==> src/rtl/tlbm_pkg.sv <==
package tlbm_pkg;

  typedef enum logic [2:0] {
    VERD_NOMATCH = 3'd0,
    VERD_UNDEF   = 3'd1,
    VERD_TRAP    = 3'd2,
    VERD_IGNORE  = 3'd3,
    VERD_EXEC    = 3'd4
  } verdict_e;

  typedef struct packed {
    logic os_inval;
    logic a64;
    logic xs;
    logic fgt;
    logic el3;
    logic hcx;
    logic realm;
  } feat_t;

  typedef struct packed {
    logic el2_en;
    logic trap_tlb;
    logic trap_os;
    logic el3_fgt_en;
    logic fgt_inst;
    logic hcx_en;
    logic hcx_fgt_nxs;
    logic el1_sec_ok;
  } ctl_t;

  localparam logic [1:0] EL_0 = 2'd0;
  localparam logic [1:0] EL_1 = 2'd1;
  localparam logic [1:0] EL_2 = 2'd2;
  localparam logic [1:0] EL_3 = 2'd3;

endpackage

==> src/rtl/tlbm_decode.sv <==
module tlbm_decode #(
  parameter int OP0_W = 2,
  parameter int OP1_W = 3,
  parameter int CRN_W = 4,
  parameter int CRM_W = 4,
  parameter int OP2_W = 3,
  parameter logic [OP0_W-1:0] ENC_OP0  = 2'b01,
  parameter logic [OP1_W-1:0] ENC_OP1  = 3'b000,
  parameter logic [CRN_W-1:0] ENC_CRN  = 4'b1000,
  parameter logic [CRN_W-1:0] ENC_CRNX = 4'b1001,
  parameter logic [CRM_W-1:0] ENC_CRM  = 4'b0001,
  parameter logic [OP2_W-1:0] ENC_OP2  = 3'b010,
  parameter bit XS_FORM_EN = 1'b1
) (
  input  logic [OP0_W-1:0] op0,
  input  logic [OP1_W-1:0] op1,
  input  logic [CRN_W-1:0] crn,
  input  logic [CRM_W-1:0] crm,
  input  logic [OP2_W-1:0] op2,
  output logic             hit_base,
  output logic             hit_nxs
);

  logic shared_ok;

  always_comb begin
    shared_ok = (op0 == ENC_OP0) && (op1 == ENC_OP1) &&
                (crm == ENC_CRM) && (op2 == ENC_OP2);
    hit_base  = shared_ok && (crn == ENC_CRN);
  end

  generate
    if (XS_FORM_EN) begin : g_xs_form
      always_comb hit_nxs = shared_ok && (crn == ENC_CRNX);
    end else begin : g_no_xs_form
      always_comb hit_nxs = 1'b0;
    end
  endgenerate

endmodule

==> src/rtl/tlbm_perm.sv <==
module tlbm_perm
  import tlbm_pkg::*;
(
  input  logic     hit_base,
  input  logic     hit_nxs,
  input  logic [1:0] el,
  input  feat_t    feat,
  input  ctl_t     ctl,
  output verdict_e verdict,
  output logic     excl_xs
);

  logic coarse_hit;
  logic fgt_gate;
  logic nxs_qual;
  logic fgt_hit;
  logic feat_ok;

  always_comb begin
    feat_ok    = feat.os_inval && feat.a64 && (!hit_nxs || feat.xs);
    coarse_hit = ctl.el2_en && (ctl.trap_tlb || ctl.trap_os);
    fgt_gate   = ctl.el2_en && feat.fgt && (!feat.el3 || ctl.el3_fgt_en) && ctl.fgt_inst;
    nxs_qual   = !hit_nxs || (feat.hcx && (!ctl.hcx_en || !ctl.hcx_fgt_nxs));
    fgt_hit    = fgt_gate && nxs_qual;
  end

  always_comb begin
    verdict = VERD_NOMATCH;
    if (hit_base || hit_nxs) begin
      if (!feat_ok) begin
        verdict = VERD_UNDEF;
      end else begin
        unique case (el)
          EL_0: verdict = VERD_UNDEF;
          EL_1: verdict = (coarse_hit || fgt_hit) ? VERD_TRAP : VERD_EXEC;
          EL_2: verdict = VERD_EXEC;
          EL_3: verdict = (feat.realm && !ctl.el1_sec_ok) ? VERD_IGNORE : VERD_EXEC;
          default: verdict = VERD_UNDEF;
        endcase
      end
    end
    excl_xs = (verdict == VERD_EXEC) && hit_nxs;
  end

endmodule

==> src/rtl/tlbm_resreg.sv <==
module tlbm_resreg
  import tlbm_pkg::*;
#(
  parameter int EC_W = 6,
  parameter logic [EC_W-1:0] TRAP_EC = 6'h18
) (
  input  logic            clk,
  input  logic            rst_n,
  input  logic            req_vld,
  input  verdict_e        verdict,
  input  logic            excl_xs,
  output logic            res_vld,
  output logic            res_nomatch,
  output logic            res_undef,
  output logic            res_trap,
  output logic            res_ignore,
  output logic            res_exec,
  output logic            res_excl_xs,
  output logic [EC_W-1:0] res_ec
);

  localparam int FLAG_W = 6;

  logic [FLAG_W-1:0] flags_d, flags_q;
  logic [EC_W-1:0]   ec_d, ec_q;
  logic              vld_d, vld_q;

  always_comb begin
    vld_d   = req_vld;
    flags_d = flags_q;
    ec_d    = ec_q;
    if (req_vld) begin
      flags_d = {verdict == VERD_NOMATCH, verdict == VERD_UNDEF, verdict == VERD_TRAP,
                 verdict == VERD_IGNORE, verdict == VERD_EXEC, excl_xs};
      ec_d    = (verdict == VERD_TRAP) ? TRAP_EC : '0;
    end
  end

  always_ff @(posedge clk or negedge rst_n) begin
    if (!rst_n) begin
      vld_q   <= 1'b0;
      flags_q <= '0;
      ec_q    <= '0;
    end else begin
      vld_q   <= vld_d;
      flags_q <= flags_d;
      ec_q    <= ec_d;
    end
  end

  assign res_vld = vld_q;
  assign {res_nomatch, res_undef, res_trap, res_ignore, res_exec, res_excl_xs} = flags_q;
  assign res_ec  = ec_q;

  assert_vld_follows_R10: assert property (@(posedge clk) disable iff (!rst_n)
    req_vld |=> res_vld);
  assert_vld_quiet_R10: assert property (@(posedge clk) disable iff (!rst_n)
    !req_vld |=> !res_vld);
  assert_onehot_R10: assert property (@(posedge clk) disable iff (!rst_n)
    res_vld |-> $onehot({res_nomatch, res_undef, res_trap, res_ignore, res_exec}));
  assert_hold_R10: assert property (@(posedge clk) disable iff (!rst_n)
    !req_vld |=> $stable({res_nomatch, res_undef, res_trap, res_ignore, res_exec, res_excl_xs, res_ec}));
  assert_trap_class_R5: assert property (@(posedge clk) disable iff (!rst_n)
    res_vld |-> (res_trap == (res_ec == TRAP_EC)));
  assert_variant_R11: assert property (@(posedge clk) disable iff (!rst_n)
    res_excl_xs |-> res_exec);
  assert_nomatch_quiet_R1: assert property (@(posedge clk) disable iff (!rst_n)
    res_nomatch |-> !(res_undef || res_trap || res_ignore || res_exec));

endmodule

==> src/rtl/tlbm_perm_top.sv <==
module tlbm_perm_top
  import tlbm_pkg::*;
#(
  parameter int OP0_W = 2,
  parameter int OP1_W = 3,
  parameter int CRN_W = 4,
  parameter int CRM_W = 4,
  parameter int OP2_W = 3,
  parameter int EC_W  = 6,
  parameter logic [EC_W-1:0] TRAP_EC = 6'h18,
  parameter bit XS_FORM_EN = 1'b1
) (
  input  logic             clk,
  input  logic             rst_n,
  input  logic             req_vld,
  input  logic [OP0_W-1:0] enc_op0,
  input  logic [OP1_W-1:0] enc_op1,
  input  logic [CRN_W-1:0] enc_crn,
  input  logic [CRM_W-1:0] enc_crm,
  input  logic [OP2_W-1:0] enc_op2,
  input  logic [1:0]       cur_el,
  input  logic             feat_os_inval,
  input  logic             feat_a64,
  input  logic             feat_xs,
  input  logic             feat_fgt,
  input  logic             feat_el3,
  input  logic             feat_hcx,
  input  logic             feat_realm,
  input  logic             ctl_el2_en,
  input  logic             ctl_trap_tlb,
  input  logic             ctl_trap_os,
  input  logic             ctl_el3_fgt_en,
  input  logic             ctl_fgt_inst,
  input  logic             ctl_hcx_en,
  input  logic             ctl_hcx_fgt_nxs,
  input  logic             ctl_el1_sec_ok,
  output logic             res_vld,
  output logic             res_nomatch,
  output logic             res_undef,
  output logic             res_trap,
  output logic             res_ignore,
  output logic             res_exec,
  output logic             res_excl_xs,
  output logic [EC_W-1:0]  res_ec
);

  logic rst_meta_q, rst_sync_q;

  always_ff @(posedge clk or negedge rst_n) begin
    if (!rst_n) begin
      rst_meta_q <= 1'b0;
      rst_sync_q <= 1'b0;
    end else begin
      rst_meta_q <= 1'b1;
      rst_sync_q <= rst_meta_q;
    end
  end

  feat_t    feat;
  ctl_t     ctl;
  logic     hit_base, hit_nxs;
  verdict_e verdict;
  logic     excl_xs;

  assign feat = '{os_inval: feat_os_inval, a64: feat_a64, xs: feat_xs, fgt: feat_fgt,
                  el3: feat_el3, hcx: feat_hcx, realm: feat_realm};
  assign ctl  = '{el2_en: ctl_el2_en, trap_tlb: ctl_trap_tlb, trap_os: ctl_trap_os,
                  el3_fgt_en: ctl_el3_fgt_en, fgt_inst: ctl_fgt_inst, hcx_en: ctl_hcx_en,
                  hcx_fgt_nxs: ctl_hcx_fgt_nxs, el1_sec_ok: ctl_el1_sec_ok};

  tlbm_decode #(
    .OP0_W(OP0_W), .OP1_W(OP1_W), .CRN_W(CRN_W), .CRM_W(CRM_W), .OP2_W(OP2_W),
    .XS_FORM_EN(XS_FORM_EN)
  ) decode_i (
    .op0(enc_op0), .op1(enc_op1), .crn(enc_crn), .crm(enc_crm), .op2(enc_op2),
    .hit_base(hit_base), .hit_nxs(hit_nxs)
  );

  tlbm_perm perm_i (
    .hit_base(hit_base), .hit_nxs(hit_nxs), .el(cur_el), .feat(feat), .ctl(ctl),
    .verdict(verdict), .excl_xs(excl_xs)
  );

  tlbm_resreg #(.EC_W(EC_W), .TRAP_EC(TRAP_EC)) resreg_i (
    .clk(clk), .rst_n(rst_sync_q), .req_vld(req_vld), .verdict(verdict), .excl_xs(excl_xs),
    .res_vld(res_vld), .res_nomatch(res_nomatch), .res_undef(res_undef), .res_trap(res_trap),
    .res_ignore(res_ignore), .res_exec(res_exec), .res_excl_xs(res_excl_xs), .res_ec(res_ec)
  );

  assert_feat_gate_R3: assert property (@(posedge clk) disable iff (!rst_sync_q)
    (req_vld && (hit_base || hit_nxs) && !(feat_os_inval && feat_a64)) |=> res_undef);
  assert_el0_undef_R4: assert property (@(posedge clk) disable iff (!rst_sync_q)
    (req_vld && (hit_base || hit_nxs) && cur_el == EL_0) |=> res_undef);
  assert_el2_exec_R8: assert property (@(posedge clk) disable iff (!rst_sync_q)
    (req_vld && cur_el == EL_2 && feat_os_inval && feat_a64 &&
     (hit_base || (hit_nxs && feat_xs))) |=> res_exec);
  assert_coarse_trap_R5: assert property (@(posedge clk) disable iff (!rst_sync_q)
    (req_vld && cur_el == EL_1 && feat_os_inval && feat_a64 && hit_base &&
     ctl_el2_en && (ctl_trap_tlb || ctl_trap_os)) |=> res_trap);
  assert_nomatch_R1: assert property (@(posedge clk) disable iff (!rst_sync_q)
    (req_vld && !hit_base && !hit_nxs) |=> res_nomatch);

endmodule

==> config.mk <==
export PLATFORM = sky130hd
export DESIGN_NAME = tlbm_perm_top
export DESIGN_NICKNAME = d
export VERILOG_FILES = /design/src/rtl/tlbm_pkg.sv /design/src/rtl/tlbm_decode.sv /design/src/rtl/tlbm_perm.sv /design/src/rtl/tlbm_resreg.sv /design/src/rtl/tlbm_perm_top.sv
export SDC_FILE = /design/constraint.sdc
export NUM_CORES = 1
export LEC_CHECK = 0
export ABC_AREA = 1
export BUFFER_PORTS_ARGS = -buffer_cell sky130_fd_sc_hd__buf_4
export CORE_ASPECT_RATIO = 1.4
export CORE_MARGIN = 5
export CORE_UTILIZATION = 30
export CTS_BUF_LIST = sky130_fd_sc_hd__clkbuf_4 sky130_fd_sc_hd__clkbuf_8
export DETAILED_ROUTE_END_ITERATION = 7
export SYNTH_ARGS = -nofsm -noshare
export SYNTH_HDL_FRONTEND = slang
export SYNTH_HIERARCHICAL = 1
export SYNTH_SLANG_ARGS = --single-unit
==> constraint.sdc <==
create_clock -name clk -period 0.8 [get_ports clk]
set_clock_uncertainty 0.1 [all_clocks]
set_input_delay 0.04 -clock clk [delete_from_list [all_inputs] [get_ports clk]]
set_output_delay 0.04 -clock clk [all_outputs]
set_load 0.05 [all_outputs]
### After elaboration in Yosys (flattened, before gate mapping)

Cells that the tools add are included.

| operators by class | value |
|---|---|
| reductions and logical operators | 30 |
| multiplexer cells | 6 |
| equality and inequality tests | 12 |

Operators with widths:

| kind | number |
|---|---|
| logical AND 1 bit | 15 |
| 2-to-1 mux 3 bit | 4 |
| one-hot mux 3 bit (4 select lines) | 1 |
| equality test 3 x 2 -> 1 bit (second input constant) | 3 |
| equality test 4 bit (second input constant) | 2 |
| logical OR 1 bit | 7 |
| zero test 3 bit | 2 |
| zero test 1 bit | 5 |
| 2-to-1 mux 5 bit | 1 |
| equality test 2 x 1 -> 1 bit (second input constant) | 2 |
| equality test 2 bit (second input constant) | 2 |
| equality test 4 x 1 -> 1 bit (second input constant) | 1 |
| equality test 3 x 1 -> 1 bit (second input constant) | 1 |
| equality test 3 bit (second input constant) | 1 |
| zero test 2 bit | 1 |

| storage, ports and cells | value |
|---|---|
| output and inout bits | 13 |
| register bits after elaboration | 15 |
| logic and storage cells | 53 |
| input port bits | 36 |

### Longest topological paths before layout

| logic depth | value |
|---|---|
| depth after elaboration | 15 |
| depth in mapped cells | 15 |
| mapped depth without buffers | 15 |

### Hierarchy

Netlist, hierarchy kept.

Modules (own cells, without submodules):

| module | area each (sq um) | instances | sequential area each (sq um) | cells an instance |
|---|---|---|---|---|
| tlbm_resreg | 340.3 | 1 | 175.2 | 41 |
| tlbm_perm | 142.6 | 1 | 0.0 | 32 |
| tlbm_decode | 96.3 | 1 | 0.0 | 24 |
| tlbm_perm_top | 53.8 | 1 | 50.0 | 3 |

### Least setup slack after synthesis

No wires, ideal clock.

| timing path | value |
|---|---|
| path kind | input to register |
| start point | input port enc_op0[1] |
| end point | register resreg_i.flags_q[3] |
| setup time | 0.118 ns |
| stages | 14 |
| slack | -0.536 ns |
| path buffers | 0 |
| arrival time | 1.118 ns |
| data required time | 0.582 ns |
| path through | inv_1 > nand2_1 > nor2_1 > nand3_1 > nor2_1 > nor2_2 > clkinv_1 > nand4_2 > nor2_1 > nand2_1 > inv_1 > nor2_1 > nand2_1 > nand2_1 |

| between the ends | value |
|---|---|
| word-level cells in the longest chain between the ends | 14 |
| elaborated cells between the ends (all ways) | 18 |
| classes of those cells | eq/ne: 2; mux: 4; reduce/logical: 12 |

RTL lines:

| what | RTL line | text |
|---|---|---|
| from (decl) | tlbm_perm_top.sv:16 | `input logic [OP0_W-1:0] enc_op0,` |
| equality test 2 x 1 -> 1 bit * | tlbm_decode.sv:27 | `shared_ok = (op0 == ENC_OP0) && (op1 == ENC_OP1) &&` |
| logical AND 1 bit * (2 in series) | tlbm_decode.sv:27 |  |
| logical AND 1 bit * | tlbm_decode.sv:28 | `(crm == ENC_CRM) && (op2 == ENC_OP2);` |
| logical AND 1 bit * | tlbm_decode.sv:34 | `always_comb hit_nxs = shared_ok && (crn == ENC_CRNX);` |
| named net hit_nxs | tlbm_perm_top.sv:61 | `logic hit_base, hit_nxs;` |
| zero test 1 bit | tlbm_perm.sv:20, tlbm_perm.sv:23 |  |
| logical OR 1 bit | tlbm_perm.sv:23 | `nxs_qual = !hit_nxs \|\| (feat.hcx && (!ctl.hcx_en \|\| !ctl.hcx_fgt_nxs));` |
| logical AND 1 bit | tlbm_perm.sv:24 | `fgt_hit = fgt_gate && nxs_qual;` |
| logical OR 1 bit | tlbm_perm.sv:35 | `EL_1: verdict = (coarse_hit \|\| fgt_hit) ? VERD_TRAP : VERD_EXEC;` |
| 2-to-1 mux 3 bit | tlbm_perm.sv:35 |  |
| one-hot mux 3 bit (4 select lines) | tlbm_perm.sv:33 | `unique case (el)` |
| 2-to-1 mux 3 bit | tlbm_perm.sv:30 | `if (!feat_ok) begin` |
| 2-to-1 mux 3 bit * | tlbm_perm.sv:29 | `if (hit_base \|\| hit_nxs) begin` |
| named net verdict[2] | tlbm_perm_top.sv:62 | `verdict_e verdict;` |
| equality test 3 x 2 -> 1 bit * | tlbm_resreg.sv:33 | `flags_d = {verdict == VERD_NOMATCH, verdict == VERD_UNDEF, verdict == VERD_TRAP,` |
| to (signal assigned) | tlbm_resreg.sv:46 | `flags_q <= flags_d;` |
| to (decl) | tlbm_resreg.sv:24 | `logic [FLAG_W-1:0] flags_d, flags_q;` |

Mark *: on every way through the listed nets, which the timed path passes. The rest lies on a longest branch.
A chain may end at the register's enable or synchronous reset.

### Final worst setup path

| timing path | value |
|---|---|
| start point | input port enc_op1[2] |
| end point | register resreg_i.flags_q[1] |

| between the ends | value |
|---|---|
| word-level cells in the longest chain between the ends | 14 |
| elaborated cells between the ends (all ways) | 18 |
| classes of those cells | eq/ne: 1; mux: 4; reduce/logical: 13 |

RTL lines:

| what | RTL line | text |
|---|---|---|
| from (decl) | tlbm_perm_top.sv:17 | `input logic [OP1_W-1:0] enc_op1,` |
| zero test 3 bit * | tlbm_decode.sv:27 |  |
| logical AND 1 bit * (2 in series) | tlbm_decode.sv:27 |  |
| logical AND 1 bit * | tlbm_decode.sv:28 |  |
| logical AND 1 bit * | tlbm_decode.sv:34 |  |
| named net hit_nxs | tlbm_perm_top.sv:61 |  |
| zero test 1 bit | tlbm_perm.sv:20, tlbm_perm.sv:23 |  |
| logical OR 1 bit | tlbm_perm.sv:23 |  |
| logical AND 1 bit | tlbm_perm.sv:24 |  |
| logical OR 1 bit | tlbm_perm.sv:35 |  |
| 2-to-1 mux 3 bit | tlbm_perm.sv:35 |  |
| one-hot mux 3 bit (4 select lines) | tlbm_perm.sv:33 |  |
| 2-to-1 mux 3 bit | tlbm_perm.sv:30 |  |
| 2-to-1 mux 3 bit * | tlbm_perm.sv:29 |  |
| named net verdict[2] | tlbm_perm_top.sv:62 |  |
| equality test 3 bit * | tlbm_resreg.sv:34 | `verdict == VERD_IGNORE, verdict == VERD_EXEC, excl_xs};` |

Marked as above.

==> impl_metrics.ini <==
[setup_path]
start_kind = primary input
crit_path_frequent_cell = inv_2
worst-path-stages = 16
worst-path-max-fanout = 4
crit_required_ps = 900
worstSetupPathType = primary input to flop
path_cells = buf_4 -> inv_2 -> nand2_2 -> nor2_2 -> nand3_2 -> nor2_4 -> nor2_4 -> inv_2 -> nand4_4 -> nor2_2 -> nand2_2 -> inv_2 -> inv_1 -> nor2_1 -> nand2_1 -> nand2_1
cp.buffers_inverters = 5
cp_slowest_cell = nor2_4
reg2regPathDepth = 3
critPathTopFamily = simple AND/OR/NAND/NOR gates
worstPathArrival_ps = 1360
slowest_delay_ps = 190
cp-end-kind = flop

[timing]
rsz0062_at_grt = true
setup_slack_ps = -460
setup_viol = 15
post-route-period-util = 1.58
finalHoldViolations = 2
min_period_ps = 1260
whs_ps = -4.15
drv_slew = 0
fmax_mhz = 794

[floorplan]
die_area_um2 = 3140
start_util = 0.317
die_w_um = 48.8
fp.dieH_um = 64.4
core_area_um2 = 2000
boundaryPins = 49
rows = 19

[route]
drt_iter0_drc = 0
drt_wl_total_um = 1700
drc = 0
vias = 744
viasPerCell = 4.28
drtAntennaViolNets = 0
first_pass_iters = 1
wl_per_cell_um = 9.76

[logic_synthesis]
synth_xor_area_frac = 0
synth_seq_area_share = 0.356
ys_types = 17
synthFlopType = dfrtp_1
ys_ff_latch = 9
synth-compound-area-share = 0.0237
yosys_warnings = 6
async_flop_share = 1.00
postSynthCellCount = 100
synth_edf_count = 0
avgSynthCellArea_um2 = 6.33
synth_fa_ha_area_frac = 0
synth_top_family_by_area = simple AND/OR/NAND/NOR gates
synthSimpleGateAreaFrac = 0.413
synth_mux_area_frac = 0
netlist_area_um2 = 633

[final_layout]
drive_gt1_frac = 0.608
fin_nets = 190
final_core_util = 0.618
areaGrowthSynthToFinish_pct = 95.1
final_cell_mix = buf_4 (34), nand2_1 (27), buf_6 (14)
antenna_cells = 0
finalInstanceArea_um2 = 1230
mostFrequentLayoutCell = buf_4
fin_cells = 174

[global_routing]
track_usage = 0.110
grt_antenna_before_repair = 0
gr-total-overflow = 0
grt_max_degree = 8
grt_first_pass_wirelength_um = 2850
first_global_vias = 759

[clock_network]
cts-buffers-inserted = 3
cts.path.max_buffers = 2
cts_root_buffer = clkbuf_4
cts_tree = done
clock_latency_ps = 250
htreeDepth = 1
cts.sinks = 9
clkTransAtPathRegs_ps = 60

[placement]
portBuffers = 44
post-place-cells = 164
placed_cell_area_um2 = 998
place.gp.congestion = 0.776
place_ws_ps = -780
place_hpwl_um = 1390

[flow_run]
cap_violations = 0

[status]
status = finished, violations left
violations = hold timing, setup timing

[pwr]
power.leakage_uw = 0.000657
finalPower_uw = 1200
p_per_area_nw_per_um2 = 970
max-vdd-ir-drop_mv = 0.441

[worst_hold_path]
hold_path_class = primary input to async pin
logic make-up (layout without fill, tap and decap cells):
kind of cell,Yosys count,count (layout)
compound gates,3,3
other cells,2,5
flops,9,9
simple gates,59,59
buf+inv,27,77
synth_stat cells, types with 2 or more instances:
library cell / n / share of area
inv_1: 19 / 0.11
nor2_1: 14 / 0.083
nor2_2: 2 / 0.020
nand3_1: 4 / 0.032
conb_1: 2 / 0.012
nor2_4: 2 / 0.036
nand2_1: 34 / 0.20
dfrtp_1: 9 / 0.36
buf_4: 6 / 0.071
sequential cells by signal, indices dropped and copies added, names as in the netlist:
name              count
rst_sync_q            1
rst_meta_q            1
resreg_i/res_vld      1
resreg_i/flags_q      6
routing by layer:
metal | vias up | track usage | wire [um]
met5 | - | 0 | 0
met4 | 0 | 0.0606 | 12
met3 | 2 | 0.0349 | 189
met2 | 34 | 0.199 | 956
met1 | 321 | 0.109 | 541
li1 | 387 | - | -
worst register-to-register path, stage by stage (launching register included):
cell,delay [ps]
dfrtp_1,380
buf_4,130
nand2_1,50
nand2_1,40
cell type report:
| cell class | count | area, um2 |
|---|---|---|
| Multi-Input combinational cell | 67 | 390 |
| Fill cell | 186 | 762 |
| Tap cell | 21 | 26.3 |
| Clock buffer | 4 | 30.0 |
| Sequential cell | 9 | 226 |
| Timing Repair Buffer | 52 | 463 |
| Inverter | 21 | 98.8 |
repair_timing:
item                                   4_1_cts  5_1_grt
resized for setup                           26       24
setup buffers                                4        1
hold buffers                                 1        1
setup endpoints to repair                   15       15
cloned                                       0        0
pin swaps                                    9       10
endpoints found under the hold margin        5        2
power by group:
group          switching [uW]  internal, uW
sequential               10.1           466
clock                     147           225
combinational             170           179
metrics by stage:
stage,setup TNS (ps),hold WS [ps]
global route,-4850,4.13
detailed placement,-4370,-276
global placement,-4210,-276
CTS,-3610,-186
floorplan,-2780,-356
finish,-3950,-4.15
worst paths after layout:
path                       slack [ps]             endpoint           startpoint
max                              -460  resreg_i/flags_q[1]           enc_op1[2]
min                                -4           rst_sync_q                rst_n
max reg2reg                       -20  resreg_i/flags_q[1]  resreg_i/flags_q[1]
min reg2reg                        10  resreg_i/flags_q[2]           rst_sync_q
max in group asynchronous         360  resreg_i/flags_q[3]           rst_sync_q
min in group clk                    0  resreg_i/flags_q[3]              req_vld
No activity file was read; power rests on OpenSTA's default activity.
